[config.mk]
export PLATFORM = sky130hd
export DESIGN_NAME = prog_cycle_seq
export DESIGN_NICKNAME = d
export VERILOG_FILES = /design/src/rtl/psc_pkg.sv /design/src/rtl/psc_pin_edges.sv /design/src/rtl/psc_timer.sv /design/src/rtl/psc_status.sv /design/src/rtl/prog_cycle_seq.sv
export SDC_FILE = /design/constraint.sdc
export NUM_CORES = 1
export LEC_CHECK = 0
export BUFFER_PORTS_ARGS = -buffer_cell sky130_fd_sc_hd__buf_2
export CORE_MARGIN = 2
export CORE_UTILIZATION = 59
export CTS_BUF_LIST = sky130_fd_sc_hd__clkbuf_8
export DETAILED_ROUTE_END_ITERATION = 12
export PLACE_DENSITY = 0.87
export SLEW_MARGIN = 40
export SYNTH_ARGS = -nofsm -noshare
export SYNTH_HDL_FRONTEND = slang
export SYNTH_SLANG_ARGS = --single-unit
[constraint.sdc]
create_clock -name clk -period 5.25 [get_ports clk]
set_input_delay 0.525 -clock clk [delete_from_list [all_inputs] [get_ports clk]]
set_output_delay 0.525 -clock clk [all_outputs]
set_load 0.05 [all_outputs]
[src/rtl/psc_pkg.sv]
package psc_pkg;

    typedef enum logic [1:0] {
        KIND_WORD_WRITE = 2'b00,
        KIND_WORD_ERASE = 2'b01,
        KIND_FILL_ALL   = 2'b10,
        KIND_CLEAR_ALL  = 2'b11
    } prog_kind_e;

    typedef enum logic [1:0] {
        ST_IDLE,
        ST_ARMED,
        ST_BUSY,
        ST_COMMIT
    } psc_state_e;

    function automatic logic kind_is_array(input logic [1:0] kind);
        return kind[1];
    endfunction

    function automatic logic kind_is_erase(input logic [1:0] kind);
        return kind[0];
    endfunction

endpackage

[src/rtl/psc_pin_edges.sv]
module psc_pin_edges (
    input  logic clk,
    input  logic rst_n,
    input  logic cs,
    input  logic sk,
    output logic cs_fall,
    output logic sk_rise
);
    logic cs_q;
    logic sk_q;

    always_ff @(posedge clk) begin
        if (!rst_n) begin
            cs_q <= 1'b0;
            sk_q <= 1'b0;
        end else begin
            cs_q <= cs;
            sk_q <= sk;
        end
    end

    assign cs_fall = cs_q & ~cs;
    assign sk_rise = sk & ~sk_q;
endmodule

[src/rtl/psc_timer.sv]
module psc_timer #(
    parameter int LIMIT = 16
) (
    input  logic clk,
    input  logic rst_n,
    input  logic restart,
    input  logic run,
    output logic reached
);
    localparam int CW = (LIMIT < 2) ? 1 : $clog2(LIMIT);
    localparam logic [CW-1:0] LAST = CW'(LIMIT - 1);

    logic [CW-1:0] cnt;

    always_ff @(posedge clk) begin
        if (!rst_n) begin
            cnt     <= '0;
            reached <= 1'b0;
        end else if (restart) begin
            cnt     <= '0;
            reached <= 1'b0;
        end else if (run && !reached) begin
            if (cnt == LAST) begin
                reached <= 1'b1;
            end else begin
                cnt <= cnt + 1'b1;
            end
        end
    end
endmodule

[src/rtl/psc_status.sv]
module psc_status #(
    parameter int LOW_CYCLES = 32
) (
    input  logic clk,
    input  logic rst_n,
    input  logic cs,
    input  logic start,
    input  logic busy,
    input  logic clear_req,
    output logic dout,
    output logic dout_oe
);
    logic low_ok;
    logic flag;
    logic low_restart;

    assign low_restart = start | (cs & ~low_ok);

    psc_timer #(
        .LIMIT (LOW_CYCLES)
    ) u_low_timer (
        .clk     (clk),
        .rst_n   (rst_n),
        .restart (low_restart),
        .run     (~cs),
        .reached (low_ok)
    );

    always_ff @(posedge clk) begin
        if (!rst_n) begin
            flag <= 1'b0;
        end else if (start) begin
            flag <= 1'b1;
        end else if (clear_req) begin
            flag <= 1'b0;
        end else if (!busy && !cs) begin
            flag <= 1'b0;
        end
    end

    assign dout_oe = cs & flag & low_ok;
    assign dout    = dout_oe & ~busy;
endmodule

[src/rtl/prog_cycle_seq.sv]
module prog_cycle_seq
    import psc_pkg::*;
#(
    parameter int DW            = 16,
    parameter int AW            = 6,
    parameter int WRITE_CYCLES  = 625000,
    parameter int CS_LOW_CYCLES = 32
) (
    input  logic          clk,
    input  logic          rst_n,
    input  logic          cs,
    input  logic          sk,
    input  logic          din,
    input  logic          req_valid,
    input  logic [1:0]    req_kind,
    input  logic [AW-1:0] req_addr,
    input  logic [DW-1:0] req_data,
    input  logic          wr_en,
    output logic          prog_busy,
    output logic          cmt_valid,
    output logic          cmt_all,
    output logic [AW-1:0] cmt_addr,
    output logic [DW-1:0] cmt_data,
    output logic          dout,
    output logic          dout_oe
);
    psc_state_e    state;
    psc_state_e    state_nx;
    logic          cs_fall;
    logic          sk_rise;
    logic          accept;
    logic          launch;
    logic          wr_done;
    logic          status_clr;
    logic          job_all;
    logic [AW-1:0] job_addr;
    logic [DW-1:0] job_data;

    psc_pin_edges u_edges (
        .clk     (clk),
        .rst_n   (rst_n),
        .cs      (cs),
        .sk      (sk),
        .cs_fall (cs_fall),
        .sk_rise (sk_rise)
    );

    psc_timer #(
        .LIMIT (WRITE_CYCLES)
    ) u_write_timer (
        .clk     (clk),
        .rst_n   (rst_n),
        .restart (launch),
        .run     (state == ST_BUSY),
        .reached (wr_done)
    );

    // state register
    always_ff @(posedge clk) begin
        if (!rst_n) begin
            state <= ST_IDLE;
        end else begin
            state <= state_nx;
        end
    end

    // transitions: accept, launch, abandon, expire, retire
    always_comb begin
        state_nx = state;
        unique case (state)
            ST_IDLE: begin
                if (req_valid && wr_en) state_nx = ST_ARMED;
            end
            ST_ARMED: begin
                if (cs_fall) state_nx = ST_BUSY;
                else if (sk_rise && cs) state_nx = ST_IDLE;
            end
            ST_BUSY: begin
                if (wr_done) state_nx = ST_COMMIT;
            end
            ST_COMMIT: begin
                state_nx = ST_IDLE;
            end
            default: state_nx = ST_IDLE;
        endcase
    end

    // request capture on accept
    always_ff @(posedge clk) begin
        if (!rst_n) begin
            job_all  <= 1'b0;
            job_addr <= '0;
            job_data <= '0;
        end else if (accept) begin
            job_all  <= kind_is_array(req_kind);
            job_addr <= kind_is_array(req_kind) ? '0 : req_addr;
            job_data <= kind_is_erase(req_kind) ? '1 : req_data;
        end
    end

    // outputs
    always_comb begin
        accept     = (state == ST_IDLE) && req_valid && wr_en;
        launch     = (state == ST_ARMED) && cs_fall;
        prog_busy  = (state == ST_BUSY) || (state == ST_COMMIT);
        cmt_valid  = (state == ST_COMMIT);
        cmt_all    = job_all;
        cmt_addr   = job_addr;
        cmt_data   = job_data;
        status_clr = sk_rise && cs && din;
    end

    psc_status #(
        .LOW_CYCLES (CS_LOW_CYCLES)
    ) u_status (
        .clk       (clk),
        .rst_n     (rst_n),
        .cs        (cs),
        .start     (launch),
        .busy      (prog_busy),
        .clear_req (status_clr),
        .dout      (dout),
        .dout_oe   (dout_oe)
    );
endmodule

Word level (Yosys, flattened, before mapping)
Index checks and enable logic that the tools add are counted.
{"block": "word_totals", "regBits": 55, "out_inout_bits": 27}
{"block": "op_classes", "addsub": 2, "n_eq_ne": 8, "muxes": 10, "bitwise": 14, "reduce_logical": 23}
{"op": "adder 20 x 1 -> 20 bit, second input constant", "count": 1}
{"op": "== test 20 bit, second input constant", "count": 1}
{"op": "two-way mux 16 bit", "count": 1}
{"op": "logical AND 1 bit", "count": 9}
{"op": "two-way mux 2 bit", "count": 4}
{"op": "case mux 2 bit (4 select lines)", "count": 1}
{"op": "AND reduction 2 bit", "count": 4}
{"op": "inverter 1 bit", "count": 7}
{"op": "AND 1 bit", "count": 6}
{"op": "two-way mux 6 bit", "count": 1}
{"op": "adder 5 x 1 -> 5 bit, second input constant", "count": 1}
{"op": "== test 5 bit, second input constant", "count": 1}
{"op": "== test 2 bit, second input constant", "count": 2}
{"op": "zero test 1 bit", "count": 4}
{"op": "inequality test 2 bit, second input constant", "count": 2}
{"op": "OR reduction 2 bit", "count": 2}
{"op": "two-way mux 1 bit", "count": 3}
{"op": "inequality test 3 x 2 -> 1 bit, second input constant", "count": 1}
{"op": "AND reduction 3 bit", "count": 1}
{"op": "nonzero test 3 bit", "count": 1}
{"op": "== test 2 x 1 -> 1 bit, second input constant", "count": 1}
{"op": "zero test 2 bit", "count": 1}
{"op": "logical OR 1 bit", "count": 1}
{"op": "bitwise OR 1 bit", "count": 1}

Depth between registers and ports, before layout
{"block": "depth", "ltp_word": 7, "ltp_mapped": 8, "depth_no_buf": 8}

Cells and area by module
A second synthesis with hierarchy kept.
{"block": "unflattened", "cells_unflattened": 273, "area_unflattened_um2": 2471.1}
{"mod": "prog_cycle_seq", "n_inst": 1, "cells_per_inst": 117, "area_each_um2": 1051.0}
{"mod": "psc_timer (u_write_timer)", "n_inst": 1, "cells_per_inst": 115, "area_each_um2": 1009.7}
{"mod": "psc_timer (u_status.u_low_timer)", "n_inst": 1, "cells_per_inst": 27, "area_each_um2": 279.0}
{"mod": "psc_pin_edges", "n_inst": 1, "cells_per_inst": 6, "area_each_um2": 68.8}
{"mod": "psc_status", "n_inst": 1, "cells_per_inst": 8, "area_each_um2": 62.6}

Worst setup path after synthesis
OpenSTA, ideal clock, no wires.
{"block": "synth_timing", "kind": "input-to-output", "startpoint": "input port cs", "endpoint": "output port dout", "arrival_ps": 2053, "t_required_ps": 4725, "setup_slack_ps": 2672, "path_stages": 3, "path_buffers": 1, "path_cell_list": "clkbuf_1 -> and3_1 -> nor2b_1"}
{"block": "synth_via", "elab_chain_cells": 3}
{"element": "start: declaration", "line_no": "prog_cycle_seq.sv:11", "source": "input logic cs,"}
{"element": "AND 1 bit (2 in a row)", "line_no": "psc_status.sv:41", "source": "assign dout_oe = cs & flag & low_ok;"}
{"element": "via dout_oe", "line_no": "prog_cycle_seq.sv:25", "source": "output logic dout_oe"}
{"element": "AND 1 bit", "line_no": "psc_status.sv:42", "source": "assign dout = dout_oe & ~busy;"}
{"element": "end: declaration", "line_no": "prog_cycle_seq.sv:24", "source": "output logic dout,"}
The timed path passes the listed nets, and every way through them passes these cells.

==> flow_metrics.tcl <==
set metrics [dict create \
    outcome "finished clean" \
    setup_violations 0 \
    fill_cells 322 \
    multiInputGateArea_um2 1240 \
    grt_overflow 0 \
    yosysTopAreaCell "dfxtp_1" \
    syn_nets 316 \
    synth_seq_cells 55 \
    fin_skew_ps 8.33 \
    holdWs_ps 420 \
    first_pass_iters 4 \
    final_cell_mix "57 x buf_2, 55 x dfxtp_1, 39 x nor2_1" \
    post_cts_buffers 0 \
    core.rowCount 23 \
    cts_made_buffers 5 \
    ys_async_sr_fraction 0 \
    syn_area_per_cell_um2 8.56 \
    drt_iter0_markers 136 \
    hp-class "in2reg" \
    place_ws_ps 3140 \
    fmax_ghz 0.502 \
    worst_pin_slew_ps 753 \
    synth_flop_cell "dfxtp_1" \
    io_pins 58 \
    wl_met2_um 2320 \
    slowest_delay_ps 550 \
    cts_tree "yes" \
    synth.distinct_cells 41 \
    yosysSeqAreaShare 0.456 \
    clk_path_buf_depth 2 \
    path_cells "nor2b_1 -> and2b_1 -> o21ai_2 -> or4_1 -> a21oi_1" \
    cp.arrival_ps 2230 \
    die_w_um 68.0 \
    n_antenna_cell 0 \
    synth_top_cell_area_share 0.456 \
    cts_root_buffer "clkbuf_8" \
    top_layer "met4" \
    areaGrowthSynthToFinish_pct 16.6 \
    cts-resized-gates 0 \
    wl_per_cell_um 12.4 \
    crit_fanout 14 \
    end_kind "flip-flop" \
    seq_area_um2 1100 \
    synthCells 282 \
    grt_pass1_wl_um 7680 \
    startpoint_type "flip-flop" \
    vias_per_cell 5.51 \
    wl_met3_um 212 \
    crit_type "reg2reg" \
    drcViolationCount 0 \
    cts_hold_buf 0 \
    synth-edff-count 0 \
    required_ps 5490 \
    ant_nets 0 \
    final_common_cell "buf_2" \
    gp_congestion 0.809 \
    synth_area_um2 2410 \
    leakage_nw 1.13 \
    clk_pin_slew_worst_paths_ps 100 \
    hpwlAfterDp_um 3310 \
    start_util 0.608 \
    hold_viol 0 \
    drive_gt1_frac 0.215 \
    post-route-period-util 0.379 \
    layout.nets 364 \
    synth_area_leaders "dfxtp_1 46%, nor2_1 6.1%, nor3b_1 5.3%" \
    relSlewSlack 0.498 \
    die_h_um 68.0 \
    dieArea_um2 4620 \
    fin_crit_ps 1990 \
    clock_latency_ps 310 \
    worst_path_max_delay_cell "dfxtp_1" \
    antenna_found_initial 0 \
    path_buf_inv 0 \
    fin_ws_ps 3260 \
    yosys_warnings 0 \
    rsz0062_at_grt "false" \
    io_buffers 57 \
    maxSlewViolCount 0 \
    design.core.area_um2 3970 \
    vias 2100 \
    wirelength_met1_um 2140 \
    drv_cap 0 \
    grt_pass1_vias 1780 \
    critPathTopFamily "simple AND/OR/NAND/NOR gates" \
    wirelength_um 4730 \
    p_per_area_nw_per_um2 282 \
    fin_tns_setup_ps 0 \
    grt_max_degree 31 \
    clock-sinks 55 \
    h-tree-depth 2 \
    track_usage 0.221 \
    vdd_drop_max_mv 0.162 \
]
kinds of logic after synthesis:
family	Yosys count	synth area share
flops	55	0.456
fa+ha+maj	3	0.0155
mux	2	0.00829
xor+xnor	11	0.0399
simple gates	152	0.352
buf+inv	21	0.0347
compound gates	38	0.0938
registers in the layout (all words and copies together), names as in the netlist, named ones only:
name and cells:
u_edges.sk_q 1, u_write_timer.cnt 20, u_edges.cs_q 1, u_status.u_low_timer.reached 1
cmt_all 1, u_write_timer.reached 1, state 1, u_status.flag 1
cmt_addr 6, cmt_data 16, u_status.u_low_timer.cnt 5
power by group:
group	internal, W	leakage, nW	switching (W)
logic	0.0000317	0.635	0.0000720
clock network	0.000120	0.0505	0.000133
registers	0.000430	0.448	0.00000718
total	0.000582	1.13	0.000212
layer usage:
| metal | vias up | global-route usage |
|---|---|---|
| met3 | 6 | 0.0543 |
| met4 | 0 | 0.0675 |
| met5 | - | 0 |
| met1 | 960 | 0.275 |
| li1 | 1088 | - |
| met2 | 46 | 0.375 |
through the flow:
stage	util	power (W)	instance area, um2	std cells
after floorplan	-	0.000523	2410	282
after global placement	0.681	0.000550	2710	373
after detailed placement	0.682	0.000551	2710	373
after CTS	0.708	0.000802	2810	381
after global routing	0.709	0.000829	2820	381
final	0.709	0.000795	2820	381
synth_stat cells, types with 3 or more instances:
library cell and count:
nand3b_1 7, a21oi_1 13, or3_1 7, nand2_1 17, dfxtp_1 55, nor2b_1 4
buf_2 4, o21ai_0 9, nor2_1 39, nand4_1 8, nand3_1 7, clkbuf_1 11
and2_1 6, a21boi_0 7, and3_1 3, nor3b_1 17, ha_1 3, nand2b_1 3
nor3_1 19, inv_1 4, xor2_1 10, or4_1 3
worst reg2reg max path: stages (launching register included):
cell     delay (ps)
dfxtp_1         550
nor2b_1         270
and2b_1         300
o21ai_2         210
or4_1           450
a21oi_1         150
worst paths after layout:
kind | cells past startpoint | slack, ps | endpoint | start
worst max-delay path | 5 | 3260 | u_write_timer.cnt[11]$_SDFFE_PP0P_ | flip-flop
worst min-delay path | 2 | 420 | u_edges.sk_q$_SDFF_PN0_ | sk
worst max register to register | 5 | 3260 | u_write_timer.cnt[11]$_SDFFE_PP0P_ | flip-flop
worst min register to register | 2 | 460 | cmt_addr[5]$_SDFFE_PN0P_ | cmt_addr[5]$_SDFFE_PN0P_
cell type report:
type	instances	share of cell area
inverters	4	0.00533
clock inverters	1	0.00267
multi-input cells	206	0.441
well taps	50	0.0222
flip-flops and latches	55	0.391
clock buffers	7	0.0342
repair buffers	58	0.104
Note: power is estimated with default switching activity, not from simulation.
